--- src/rtl/gpio_bank_pkg.sv ---
// Shared definitions for the two-bank GPIO controller.
// Assumes each bank holds at most 32 pins (four bytes per register).
package gpio_bank_pkg;

    typedef enum logic [2:0] {
        REG_EN   = 3'd0,
        REG_DIR  = 3'd1,
        REG_LVL  = 3'd2,
        REG_RISE = 3'd3,
        REG_FALL = 3'd4,
        REG_EVT  = 3'd5,
        REG_ROUT = 3'd6,
        REG_STAT = 3'd7
    } gpio_reg_e;

    localparam int ADDR_W = 6;
    localparam int BYTE_W = 8;

    // Bank of a global pin: 0 core, 1 resume.
    function automatic int pin_bank(input int p, input int split);
        return (p >= split) ? 1 : 0;
    endfunction

    // Bank-local index of a global pin.
    function automatic int pin_local(input int p, input int split);
        return (p >= split) ? (p - split) : p;
    endfunction

endpackage

--- src/rtl/gpio_edge_sync.sv ---
// Two-flop synchronizer with one history flop per pin.
// Produces the synchronized level and single-cycle rise/fall pulses.
// Assumes pad inputs are asynchronous to clk.
module gpio_edge_sync #(
    parameter int W = 14
) (
    input  logic         clk,
    input  logic         rst_n,
    input  logic [W-1:0] pad_in,
    output logic [W-1:0] sync_o,
    output logic [W-1:0] rise_o,
    output logic [W-1:0] fall_o
);
    logic [W-1:0] meta_q;
    logic [W-1:0] sync_q;
    logic [W-1:0] hist_q;

    // Synchronize pads and keep one cycle of history.
    always_ff @(posedge clk) begin
        if (!rst_n) begin
            meta_q <= '0;
            sync_q <= '0;
            hist_q <= '0;
        end else begin
            meta_q <= pad_in;
            sync_q <= meta_q;
            hist_q <= sync_q;
        end
    end

    assign sync_o = sync_q;
    assign rise_o = sync_q & ~hist_q;
    assign fall_o = ~sync_q & hist_q;
endmodule

--- src/rtl/gpio_cfg_regs.sv ---
// Per-pin configuration storage and write decode.
// Each pin decodes its own bank and byte select from the address.
// A level write is accepted only while the pin is an output.
// Assumes one byte is written per bus_wr cycle.
module gpio_cfg_regs
    import gpio_bank_pkg::*;
#(
    parameter int                 NUM_PINS = 14,
    parameter int                 SPLIT    = 10,
    parameter logic [NUM_PINS-1:0] EN_RESET = 14'h1CFF
) (
    input  logic                clk,
    input  logic                rst_n,
    input  logic [ADDR_W-1:0]   bus_addr,
    input  logic                bus_wr,
    input  logic [BYTE_W-1:0]   bus_wdata,
    output logic [NUM_PINS-1:0] pin_sel,
    output logic [NUM_PINS-1:0] en_q,
    output logic [NUM_PINS-1:0] dir_q,
    output logic [NUM_PINS-1:0] lvl_q,
    output logic [NUM_PINS-1:0] rise_en_q,
    output logic [NUM_PINS-1:0] fall_en_q,
    output logic [NUM_PINS-1:0] evt_en_q,
    output logic [NUM_PINS-1:0] rout_q,
    output logic [NUM_PINS-1:0] stat_clr
);
    gpio_reg_e reg_sel;
    assign reg_sel = gpio_reg_e'(bus_addr[4:2]);

    for (genvar p = 0; p < NUM_PINS; p++) begin : g_pin
        localparam int BANK = pin_bank(p, SPLIT);
        localparam int LOC  = pin_local(p, SPLIT);
        localparam int BYT  = LOC / 8;
        localparam int BITP = LOC % 8;

        logic wbit;
        logic hit;
        logic en_b, dir_b, lvl_b, rise_b, fall_b, evt_b, rout_b;

        assign pin_sel[p] = (bus_addr[5] == 1'(BANK)) && (bus_addr[1:0] == 2'(BYT));
        assign wbit       = bus_wdata[BITP];
        assign hit        = bus_wr && pin_sel[p];

        // Update this pin's configuration bits on a matching write.
        always_ff @(posedge clk) begin
            if (!rst_n) begin
                en_b   <= EN_RESET[p];
                dir_b  <= 1'b1;
                lvl_b  <= 1'b0;
                rise_b <= 1'b0;
                fall_b <= 1'b0;
                evt_b  <= 1'b0;
                rout_b <= 1'b0;
            end else if (hit) begin
                case (reg_sel)
                    REG_EN:   en_b   <= wbit;
                    REG_DIR:  dir_b  <= wbit;
                    REG_LVL:  if (!dir_b) lvl_b <= wbit;
                    REG_RISE: rise_b <= wbit;
                    REG_FALL: fall_b <= wbit;
                    REG_EVT:  evt_b  <= wbit;
                    REG_ROUT: rout_b <= wbit;
                    default:  ;
                endcase
            end
        end

        assign en_q[p]      = en_b;
        assign dir_q[p]     = dir_b;
        assign lvl_q[p]     = lvl_b;
        assign rise_en_q[p] = rise_b;
        assign fall_en_q[p] = fall_b;
        assign evt_en_q[p]  = evt_b;
        assign rout_q[p]    = rout_b;
        assign stat_clr[p]  = hit && (reg_sel == REG_STAT) && wbit;
    end
endmodule

--- src/rtl/gpio_evt_status.sv ---
// Sticky edge status with write-one-to-clear and the merged event output.
// A new edge wins over a clear in the same cycle.
// Assumes rise/fall inputs are single-cycle pulses from the synchronizer.
module gpio_evt_status #(
    parameter int W = 14
) (
    input  logic         clk,
    input  logic         rst_n,
    input  logic [W-1:0] en,
    input  logic [W-1:0] rise_en,
    input  logic [W-1:0] fall_en,
    input  logic [W-1:0] evt_en,
    input  logic [W-1:0] rise,
    input  logic [W-1:0] fall,
    input  logic [W-1:0] clr,
    output logic [W-1:0] status_q,
    output logic         irq
);
    logic [W-1:0] set_v;

    // Qualify edges with the pin enable and per-polarity enables.
    always_comb begin
        set_v = en & ((rise & rise_en) | (fall & fall_en));
    end

    // Latch events; a set overrides a simultaneous clear.
    always_ff @(posedge clk) begin
        if (!rst_n) begin
            status_q <= '0;
        end else begin
            status_q <= (status_q & ~clr) | set_v;
        end
    end

    assign irq = |(status_q & evt_en);
endmodule

--- src/rtl/gpio_bank_ctrl.sv ---
// Top of the two-bank GPIO controller: synchronizer, per-pin
// configuration, event status and the byte-wide read multiplexer.
// Assumes SPLIT <= 32 and NUM_PINS - SPLIT <= 32.
module gpio_bank_ctrl
    import gpio_bank_pkg::*;
#(
    parameter int                 NUM_PINS = 14,
    parameter int                 SPLIT    = 10,
    parameter logic [NUM_PINS-1:0] EN_RESET = 14'h1CFF
) (
    input  logic                clk,
    input  logic                rst_n,
    input  logic [5:0]          bus_addr,
    input  logic                bus_wr,
    input  logic [7:0]          bus_wdata,
    output logic [7:0]          bus_rdata,
    input  logic [NUM_PINS-1:0] pad_in,
    output logic [NUM_PINS-1:0] pad_out,
    output logic [NUM_PINS-1:0] pad_oe,
    output logic                event_irq
);
    logic [NUM_PINS-1:0] sync_v, rise_v, fall_v;
    logic [NUM_PINS-1:0] pin_sel;
    logic [NUM_PINS-1:0] en_q, dir_q, lvl_q, rise_en_q, fall_en_q, evt_en_q, rout_q;
    logic [NUM_PINS-1:0] stat_clr, status_q;

    gpio_edge_sync #(.W(NUM_PINS)) u_sync (
        .clk    (clk),
        .rst_n  (rst_n),
        .pad_in (pad_in),
        .sync_o (sync_v),
        .rise_o (rise_v),
        .fall_o (fall_v)
    );

    gpio_cfg_regs #(
        .NUM_PINS (NUM_PINS),
        .SPLIT    (SPLIT),
        .EN_RESET (EN_RESET)
    ) u_cfg (
        .clk       (clk),
        .rst_n     (rst_n),
        .bus_addr  (bus_addr),
        .bus_wr    (bus_wr),
        .bus_wdata (bus_wdata),
        .pin_sel   (pin_sel),
        .en_q      (en_q),
        .dir_q     (dir_q),
        .lvl_q     (lvl_q),
        .rise_en_q (rise_en_q),
        .fall_en_q (fall_en_q),
        .evt_en_q  (evt_en_q),
        .rout_q    (rout_q),
        .stat_clr  (stat_clr)
    );

    gpio_evt_status #(.W(NUM_PINS)) u_evt (
        .clk      (clk),
        .rst_n    (rst_n),
        .en       (en_q),
        .rise_en  (rise_en_q),
        .fall_en  (fall_en_q),
        .evt_en   (evt_en_q),
        .rise     (rise_v),
        .fall     (fall_v),
        .clr      (stat_clr),
        .status_q (status_q),
        .irq      (event_irq)
    );

    assign pad_out = lvl_q;
    assign pad_oe  = en_q & ~dir_q;

    // Assemble the addressed byte from every pin that maps into it.
    always_comb begin
        bus_rdata = '0;
        for (int p = 0; p < NUM_PINS; p++) begin
            if (pin_sel[p]) begin
                case (gpio_reg_e'(bus_addr[4:2]))
                    REG_EN:   bus_rdata[pin_local(p, SPLIT) % 8] = en_q[p];
                    REG_DIR:  bus_rdata[pin_local(p, SPLIT) % 8] = dir_q[p];
                    REG_LVL:  bus_rdata[pin_local(p, SPLIT) % 8] = dir_q[p] ? sync_v[p] : lvl_q[p];
                    REG_RISE: bus_rdata[pin_local(p, SPLIT) % 8] = rise_en_q[p];
                    REG_FALL: bus_rdata[pin_local(p, SPLIT) % 8] = fall_en_q[p];
                    REG_EVT:  bus_rdata[pin_local(p, SPLIT) % 8] = evt_en_q[p];
                    REG_ROUT: bus_rdata[pin_local(p, SPLIT) % 8] = rout_q[p];
                    default:  bus_rdata[pin_local(p, SPLIT) % 8] = status_q[p];
                endcase
            end
        end
    end
endmodule

--- config.mk ---
export PLATFORM = sky130hd
export DESIGN_NAME = gpio_bank_ctrl
export DESIGN_NICKNAME = d
export VERILOG_FILES = /design/src/rtl/gpio_bank_pkg.sv /design/src/rtl/gpio_edge_sync.sv /design/src/rtl/gpio_cfg_regs.sv /design/src/rtl/gpio_evt_status.sv /design/src/rtl/gpio_bank_ctrl.sv
export SDC_FILE = /design/constraint.sdc
export NUM_CORES = 1
export LEC_CHECK = 0
export CAP_MARGIN = 20
export CELL_PAD_IN_SITES_DETAIL_PLACEMENT = 0
export CELL_PAD_IN_SITES_GLOBAL_PLACEMENT = 2
export CORE_MARGIN = 5
export CORE_UTILIZATION = 35
export DETAILED_ROUTE_END_ITERATION = 7
export PLACE_DENSITY_LB_ADDON = 0.1
export SLEW_MARGIN = 15
export SYNTH_ARGS = -nofsm -noshare
export SYNTH_HDL_FRONTEND = slang
export SYNTH_SLANG_ARGS = --single-unit
export TNS_END_PERCENT = 1
--- constraint.sdc ---
create_clock -name clk -period 5.25 [get_ports clk]
set_input_delay 0.525 -clock clk [delete_from_list [all_inputs] [get_ports clk]]
set_output_delay 0.525 -clock clk [all_outputs]
set_load 0.02 [all_outputs]
Yosys cells after proc, flatten, opt, wreduce, memory -nomap -nowiden
Cells that the tools add are included.
Word-level totals
  logic and storage cells: 239
  output and inout port bits: 37
  input bits: 31
  register bits after elaboration: 154
Operators by class
  equal/unequal tests: 8
  bitwise gates (word level): 29
  muxes and demuxes: 42
  reductions and logical operators: 58
Operators by type and width (count)
  14-bit bitwise AND: 8
  1-bit case mux with 7 select lines: 14
  14-bit NOT: 4
  3-bit AND reduction: 14
  2-bit AND reduction: 18
  1-bit two-way mux: 28
  14-bit OR: 2
  1-bit logical AND: 23
  1-bit NOT: 15
  14-bit OR reduction: 1
  3-bit == test (second input constant): 4
  3-bit by 2-bit == test with 1-bit output (second input constant): 2
  3-bit by 1-bit == test with 1-bit output (second input constant): 1
  3-bit zero test: 1
  2-bit by 1-bit == test with 1-bit output (second input constant): 1
  2-bit zero test: 1

Logic depth before layout (Yosys ltp)
Gate-level depths: netlist of run 1.
  depth after elaboration: 8
  depth in mapped cells: 8

Hierarchy
Synthesis of run 1 repeated with hierarchy kept, for this count alone.
Second synthesis, totals
  cells, all modules: 924
  area total of the unflattened synthesis: 8064.0 sq um
Modules (own cells, without submodules)
  gpio_cfg_regs: area each 4752.1 sq um, times used 1, cells each 525, seq. area each 1961.9 sq um
  gpio_edge_sync: area each 1313.8 sq um, times used 1, cells each 116, seq. area each 840.8 sq um
  gpio_bank_ctrl: area each 1271.2 sq um, times used 1, cells each 203, seq. area each 0.0 sq um
  gpio_evt_status: area each 726.9 sq um, times used 1, cells each 80, seq. area each 280.3 sq um

Worst setup path after synthesis of run 1
No wires, ideal clock.
  path kind: input -> output
  start point: in bus_addr[4]
  end point: out bus_rdata[4]
  path slack: 2.826 ns
  buffers on the path: 4
  data arrival time: 1.899 ns
  stages: 6
  cell sequence: buf_2 buf_2 buf_2 buf_2 a211oi_1 a211oi_1
Between the ends
  longest elaborated chain between the ends: 3
Ends and longest elaborated chain
  start: declaration: line gpio_bank_ctrl.sv:13  | input logic [5:0] bus_addr,
  3-bit == test, or another cell as far along: line gpio_bank_ctrl.sv:79  | case (gpio_reg_e'(bus_addr[4:2]))
  1-bit case mux with 7 select lines *: line gpio_bank_ctrl.sv:79
  1-bit two-way mux *: line gpio_bank_ctrl.sv:78  | if (pin_sel[p]) begin
  end: declaration: line gpio_bank_ctrl.sv:16  | output logic [7:0] bus_rdata,
Every way passes the cells marked *; elsewhere a longest branch is shown, timed or not.

Worst setup path after layout of run 1
  start point: in bus_addr[3]
  end point: out bus_rdata[3]
Between the ends
  longest elaborated chain between the ends: 4
Ends and longest elaborated chain (line)
  3-bit == test, or another cell as far along: gpio_bank_ctrl.sv:79
  1-bit case mux with 7 select lines: gpio_bank_ctrl.sv:79
  1-bit two-way mux: gpio_bank_ctrl.sv:78
  1-bit two-way mux *: gpio_bank_ctrl.sv:78
Marks and branches as above.

==> reports/metrics.cfg, run 1 <==
[critical_path]
r2r-end=u_cfg.g_pin[9].lvl_b
crit_buf_inv=2
critPathSlowestCell=nor2b_1
worstSetupStartpointType=input pin
arrival_ns=3.32
critPathMaxFanout=39
critPathTopFamily=buffers and inverters
rr_worst_depth=3
crit_type=in2out
r2r-start=u_cfg.g_pin[9].dir_b
endpoint_kind=output pin
worst_ep_required_time_ns=4.72
slowest_delay_ns=0.75
reg2reg_slack_ns=4.11
path_cells=buf_2 -> nor2b_1 -> a21oi_1 -> o22ai_1 -> a221oi_1 -> o21ai_0 -> clkdlybuf4s50_1
crit_start=bus_addr[3]

[grt]
overflow=0
antenna_found_initial=0
grt_max_degree=104
grt_pass1_wl_um=35400
grt_pass1_vias=5865
grt_use_total_pct=19.6

[logic_synthesis]
synth_top_family_by_area=simple AND/OR/NAND/NOR gates
yosys_warnings=0
ys.flop_type=dfxtp_1
muxShareOfSynthArea_pct=11.0
ys_seq_area_share_pct=42.9
synth_compound_area_share_pct=14.9
ys_ff_latch=154
synthArstFlopShare_pct=0
synthSimpleGateAreaFrac_pct=26.3
synthCells=809
synth_edf_count=0
synth_xor_area_share_pct=0
synth_fp_nets=840
syn_area_per_cell_um2=8.88
ys_types=53
syn_area_mm2=0.00719
synthAdderAreaFrac_pct=0

[place]
placed_area_mm2=0.00796
hpwl_um=15600
gp_congestion=0.865
pre_cts_slack_ns=1.42
dp_cells=1094
numPortBuffers=67

[hold_path]
min_from=u_sync.meta_q[11]
hold_class=reg2reg
hold_depth=1
min_to=u_sync.sync_o[11]

[die]
ios=68
die_h_um=153
core_area_mm2=0.0202
rows=52
die_x_um=153
initial_core_util_pct=35.5
die_area_mm2=0.0235

[route]
drt_iter0_drc=385
wl_per_cell_um=20.2
drc_errors=0
ant_nets=0
vias=5940
finalWirelength_um=22800
first_pass_iters=5
via_per_inst=5.28

[timing]
report.final.slew_viol_count=0
finalHoldViolCount=0
report.final.setup_viol=0
rsz0062_at_grt=false
finalSetupTns_ns=0
timing.final.crit_share_pct=73.3
fmax_ghz=0.260
worst_clock_skew_ns=0.00688
slew_headroom_pct=41.3
setup_slack_ns=1.40
worstMarginPinSlew_ns=0.881
fin_crit_ns=3.85

[final_layout]
nets=874
mostFrequentLayoutCells=154 x dfxtp_1, 106 x nand2_1, 81 x nor2b_1
drive_above_1_share_pct=8.53
area_delta_synth_final_pct=19.3
multi_input_area_mm2=0.00375
register_area_mm2=0.00308
instances_no_fill=1126
fill_cells=2025
n_antenna_cell=0
final_common_cell=dfxtp_1
final_cell_area_mm2=0.00858

[clock_network]
htreeDepth=4
cts_made_buffers=17
clock_sinks=154
cts_root_buf=clkbuf_16
clock_path_buffers=2
cts_tree=yes
holdBufCountCts=0
clk_pin_slew_ns=0.06
cts.repair.resized=0
insertion_delay_ns=0.43
post_cts_buffers=0

[pwr]
p_leak_nw=3.00
ir_worst_vdd_mv=0.212
power_density_mw_per_mm2=312

[run_status]
status=finished, final reports clean

[flow_run]
drv_cap=0

flip-flops by register name, indices dropped and copies added (netlist names):
| name | count |
|---|---|
| u_sync.meta_q | 14 |
| u_cfg.g_pin.evt_b | 14 |
| u_cfg.g_pin.lvl_b | 14 |
| u_cfg.g_pin.rise_b | 14 |
| u_cfg.g_pin.fall_b | 14 |
| u_cfg.g_pin.en_b | 14 |
| u_evt.status_q | 14 |
| u_sync.sync_o | 14 |
| u_sync.hist_q | 14 |
| u_cfg.g_pin.rout_b | 14 |
| u_cfg.g_pin.dir_b | 14 |
per-stage QoR:
stage	hold WS (ns)	power (mW)	utilization (%)
after floorplan	0.412	1.33	-
after global placement	0.414	1.41	39.3
after CTS	0.435	2.71	42.4
final	0.431	2.68	42.4
after global routing	0.442	2.77	42.4
after detailed placement	0.419	1.41	39.3
final cells by class:
type / instances / area share [%]
Inverter: 10 / 0.438
Clock inverter: 13 / 1.94
Sequential cell: 154 / 35.9
Clock buffer: 19 / 5.28
Multi-Input combinational cell: 581 / 43.8
Timing Repair Buffer: 79 / 8.67
Tap cell: 270 / 3.94
worst register-to-register path, stage by stage (launching register included):
cell and delay (ns):
dfxtp_1 0.37, nor3_1 0.34, mux2i_1 0.26, nor2b_1 0.07
power by group:
part | switching (mW) | internal [mW]
logic | 0.112 | 0.0747
clock network | 0.519 | 0.776
registers | 0.0102 | 1.18
total | 0.641 | 2.04
layer usage:
metal  part of all wire (%)  GRT usage (%)  vias to the layer above  wire, um
li1                       -              -                     2880         -
met5                      0              0                        -         0
met1                     49           27.8                     2876     11200
met3                    4.5           3.73                       31      1020
met4                    1.7           6.19                        0       383
met2                     45           30.0                      153     10200
logic make-up (layout without fill, tap and decap cells):
group	Yosys count	in the layout
AOI/OAI and AO/OA	161	161
DFF	154	154
muxes	73	73
and+or+nand+nor	347	347
buffers and inverters	74	121
cell usage after synthesis (all sizes together), types with 14 or more instances:
cell | count | share of area [%]
dfxtp | 154 | 43
nand2 | 106 | 5.5
nor2b | 81 | 7.1
mux2i | 60 | 8.4
and2 | 47 | 4.1
o21ai | 45 | 3.1
nand3 | 44 | 3.1
buf | 34 | 2.9
clkbuf | 30 | 1.6
a21boi | 26 | 2.7
nor2 | 23 | 1.3
a21oi | 21 | 1.5
nand3b | 17 | 1.8
o211ai | 15 | 1.6
a22oi | 14 | 1.5
how the worst max path moves through the flow:
| stage | end | depth (start not counted) |
|---|---|---|
| floorplan | bus_rdata[4] | 6 |
| global placement | bus_rdata[2] | 7 |
| detailed placement | bus_rdata[2] | 7 |
| CTS | bus_rdata[2] | 7 |
| global route | bus_rdata[3] | 7 |
| finish | bus_rdata[3] | 7 |
(Power assumes the default switching activity.)
==> run 2: changes to the inputs <==
--- a/config.mk
+++ b/config.mk
@@ -9,7 +9,7 @@
 export CELL_PAD_IN_SITES_DETAIL_PLACEMENT = 0
 export CELL_PAD_IN_SITES_GLOBAL_PLACEMENT = 2
 export CORE_MARGIN = 5
-export CORE_UTILIZATION = 35
+export CORE_UTILIZATION = 32
 export DETAILED_ROUTE_END_ITERATION = 7
 export PLACE_DENSITY_LB_ADDON = 0.1
 export SLEW_MARGIN = 15
==> constraint.sdc (replaced) <==
create_clock -name clk -period 3.3 [get_ports clk]
set_input_delay 0.33 -clock clk [delete_from_list [all_inputs] [get_ports clk]]
set_output_delay 0.33 -clock clk [all_outputs]
set_load 0.02 [all_outputs]
==> reports/metrics.cfg, run 2 (synthesis gave the netlist of run 1 again) <==
[run_status]
status=finished, final reports clean  ; unchanged

[place]
gp_congestion=0.835  ; was 0.865
pre_cts_slack_ns=0.163  ; was 1.42 ns
numPortBuffers=67  ; unchanged
hpwl_um=16600  ; was 15600 um

[critical_path]
r2r-start=u_cfg.g_pin[9].dir_b  ; unchanged
endpoint_kind=output pin  ; unchanged
worstSetupStartpointType=flip-flop  ; was input pin
worst_ep_required_time_ns=2.97  ; was 4.72 ns
critPathMaxFanout=5  ; was 39
arrival_ns=2.83  ; was 3.32 ns
crit_start=u_cfg.g_pin[1].dir_b  ; was bus_addr[3]
crit_type=reg2out  ; was in2out

[die]
die_h_um=160  ; was 153 um
ios=68  ; unchanged
core_area_mm2=0.0220  ; was 0.0202 mm2
die_area_mm2=0.0256  ; was 0.0235 mm2
initial_core_util_pct=32.7  ; was 35.5%
rows=54  ; was 52
die_x_um=160  ; was 153 um

[route]
via_per_inst=5.23  ; was 5.28
wl_per_cell_um=20.4  ; was 20.2 um
first_pass_iters=7  ; was 5
drt_iter0_drc=407  ; was 385
drc_errors=0  ; unchanged
ant_nets=0  ; unchanged
vias=6048  ; was 5940
finalWirelength_um=23600  ; was 22800 um

[grt]
grt_pass1_vias=6193  ; was 5865
antenna_found_initial=0  ; unchanged
grt_pass1_wl_um=37200  ; was 35400 um
grt_max_degree=80  ; was 104
grt_use_total_pct=18.6  ; was 19.6%
overflow=0  ; unchanged

[pwr]
combPwrFrac_pct=7.6  ; was 7.0%
total_power_mw=4.17  ; was 2.68 mW
p_leak_nw=3.09  ; was 3.00 nW
pwr-share-clk_pct=46.8  ; was 48.4%
p_int_mw=3.13  ; was 2.04 mW
ir_worst_vdd_mv=0.291  ; was 0.212 mV
power_density_mw_per_mm2=478  ; was 312 mW/mm2
seqPwrFrac_pct=45.6  ; was 44.6%
p_switching_mw=1.04  ; was 641 uW
netSwitchingFraction_pct=24.9  ; was 24.0%

[timing]
slew_headroom_pct=50.2  ; was 41.3%
worstMarginPinSlew_ns=0.745  ; was 0.881 ns
report.final.slew_viol_count=0  ; unchanged
fin_crit_ns=3.16
setup_slack_ns=0.145  ; was 1.40 ns
timing.final.crit_share_pct=95.6
rsz0062_at_grt=false  ; unchanged
fmax_ghz=0.317
finalSetupTns_ns=0  ; unchanged
holdWs_ns=0.395  ; was 0.431 ns
report.final.setup_viol=0  ; unchanged
finalHoldViolCount=0  ; unchanged
worst_clock_skew_ns=0.00933  ; was 0.00688 ns

[final_layout]
final_common_cell=dfxtp_1  ; unchanged
area_delta_synth_final_pct=21.3  ; was 19.3%
mostFrequentLayoutCells=154 x dfxtp_1, 106 x nand2_1, 81 x nor2b_1  ; unchanged
nets=895  ; was 874
multi_input_area_mm2=0.00375  ; about the same
drive_above_1_share_pct=10.5  ; was 8.53%
register_area_mm2=0.00308  ; unchanged
fill_cells=2225  ; was 2025
n_antenna_cell=0  ; unchanged

[clock_network]
cts_tree=yes  ; unchanged
cts_made_buffers=17  ; unchanged
insertion_delay_ns=0.42  ; was 0.43 ns
clock_sinks=154  ; unchanged
holdBufCountCts=0  ; unchanged
cts.repair.resized=0  ; unchanged
clk_pin_slew_ns=0.07  ; was 0.06 ns
htreeDepth=4  ; unchanged
cts_root_buf=clkbuf_16  ; unchanged
post_cts_buffers=0  ; unchanged
clock_path_buffers=2  ; unchanged

[hold_path]
min_from=rst_n  ; was u_sync.meta_q[11]
hold_class=in2reg  ; was reg2reg

[flow_run]
drv_cap=0  ; unchanged

## run 2: area by class of cell
type | count | share of cell area [%]
flip-flops and latches | 154 | 35.4
well taps | 280 | 4.02
inverters | 10 | 0.430
repair buffers | 100 | 10.5
clock buffers | 21 | 5.40
multi-input cells | 581 | 43.0
clock inverters | 11 | 1.29
## run 2: through the flow
step | util [%] | std cells | cell area, um2
floorplan | - | 809 | 7190
global placement | 37.1 | 1125 | 8140
detailed placement | 37.1 | 1125 | 8140
CTS | 39.7 | 1157 | 8720
global route | 39.7 | 1157 | 8720
finish | 39.7 | 1157 | 8720
## run 2: power groups by stage
| stage | clock [mW] | combinational (mW) | sequential, mW |
|---|---|---|---|
| after global placement | 0 | 0.317 | 1.94 |
| after detailed placement | 0 | 0.318 | 1.94 |
| after global routing | 2.06 | 0.342 | 1.90 |
| final | 1.95 | 0.317 | 1.90 |
| after CTS | 1.99 | 0.319 | 1.90 |
| after floorplan | 0 | 0.180 | 1.94 |
## run 2: worst max-delay path, stage by stage, from the launching register on
cell and delay [ns]:
dfxtp_1 0.44, mux2_2 0.38, mux4_2 0.46, o221ai_1 0.22, a21oi_1 0.10, a211o_1 0.25, clkdlybuf4s50_1 0.55
## run 2: final timing paths
check	endpoint	slack (ns)	cells past startpoint
worst max-delay path	bus_rdata[1]	0.14	6
worst min-delay path	u_cfg.g_pin[6].dir_b	0.40	2
worst max register to register	u_cfg.g_pin[9].lvl_b	2.16	3
worst min register to register	u_sync.sync_o[11]	0.43	1
## run 2: routing by layer
| layer | routed length, um | global-route usage (%) | vias to the layer above |
|---|---|---|---|
| met5 | 0 | 0 | - |
| met4 | 250 | 4.11 | 0 |
| met1 | 11100 | 25.4 | 2971 |
| met3 | 991 | 3.45 | 20 |
| met2 | 11300 | 30.8 | 133 |
| li1 | - | - | 2924 |
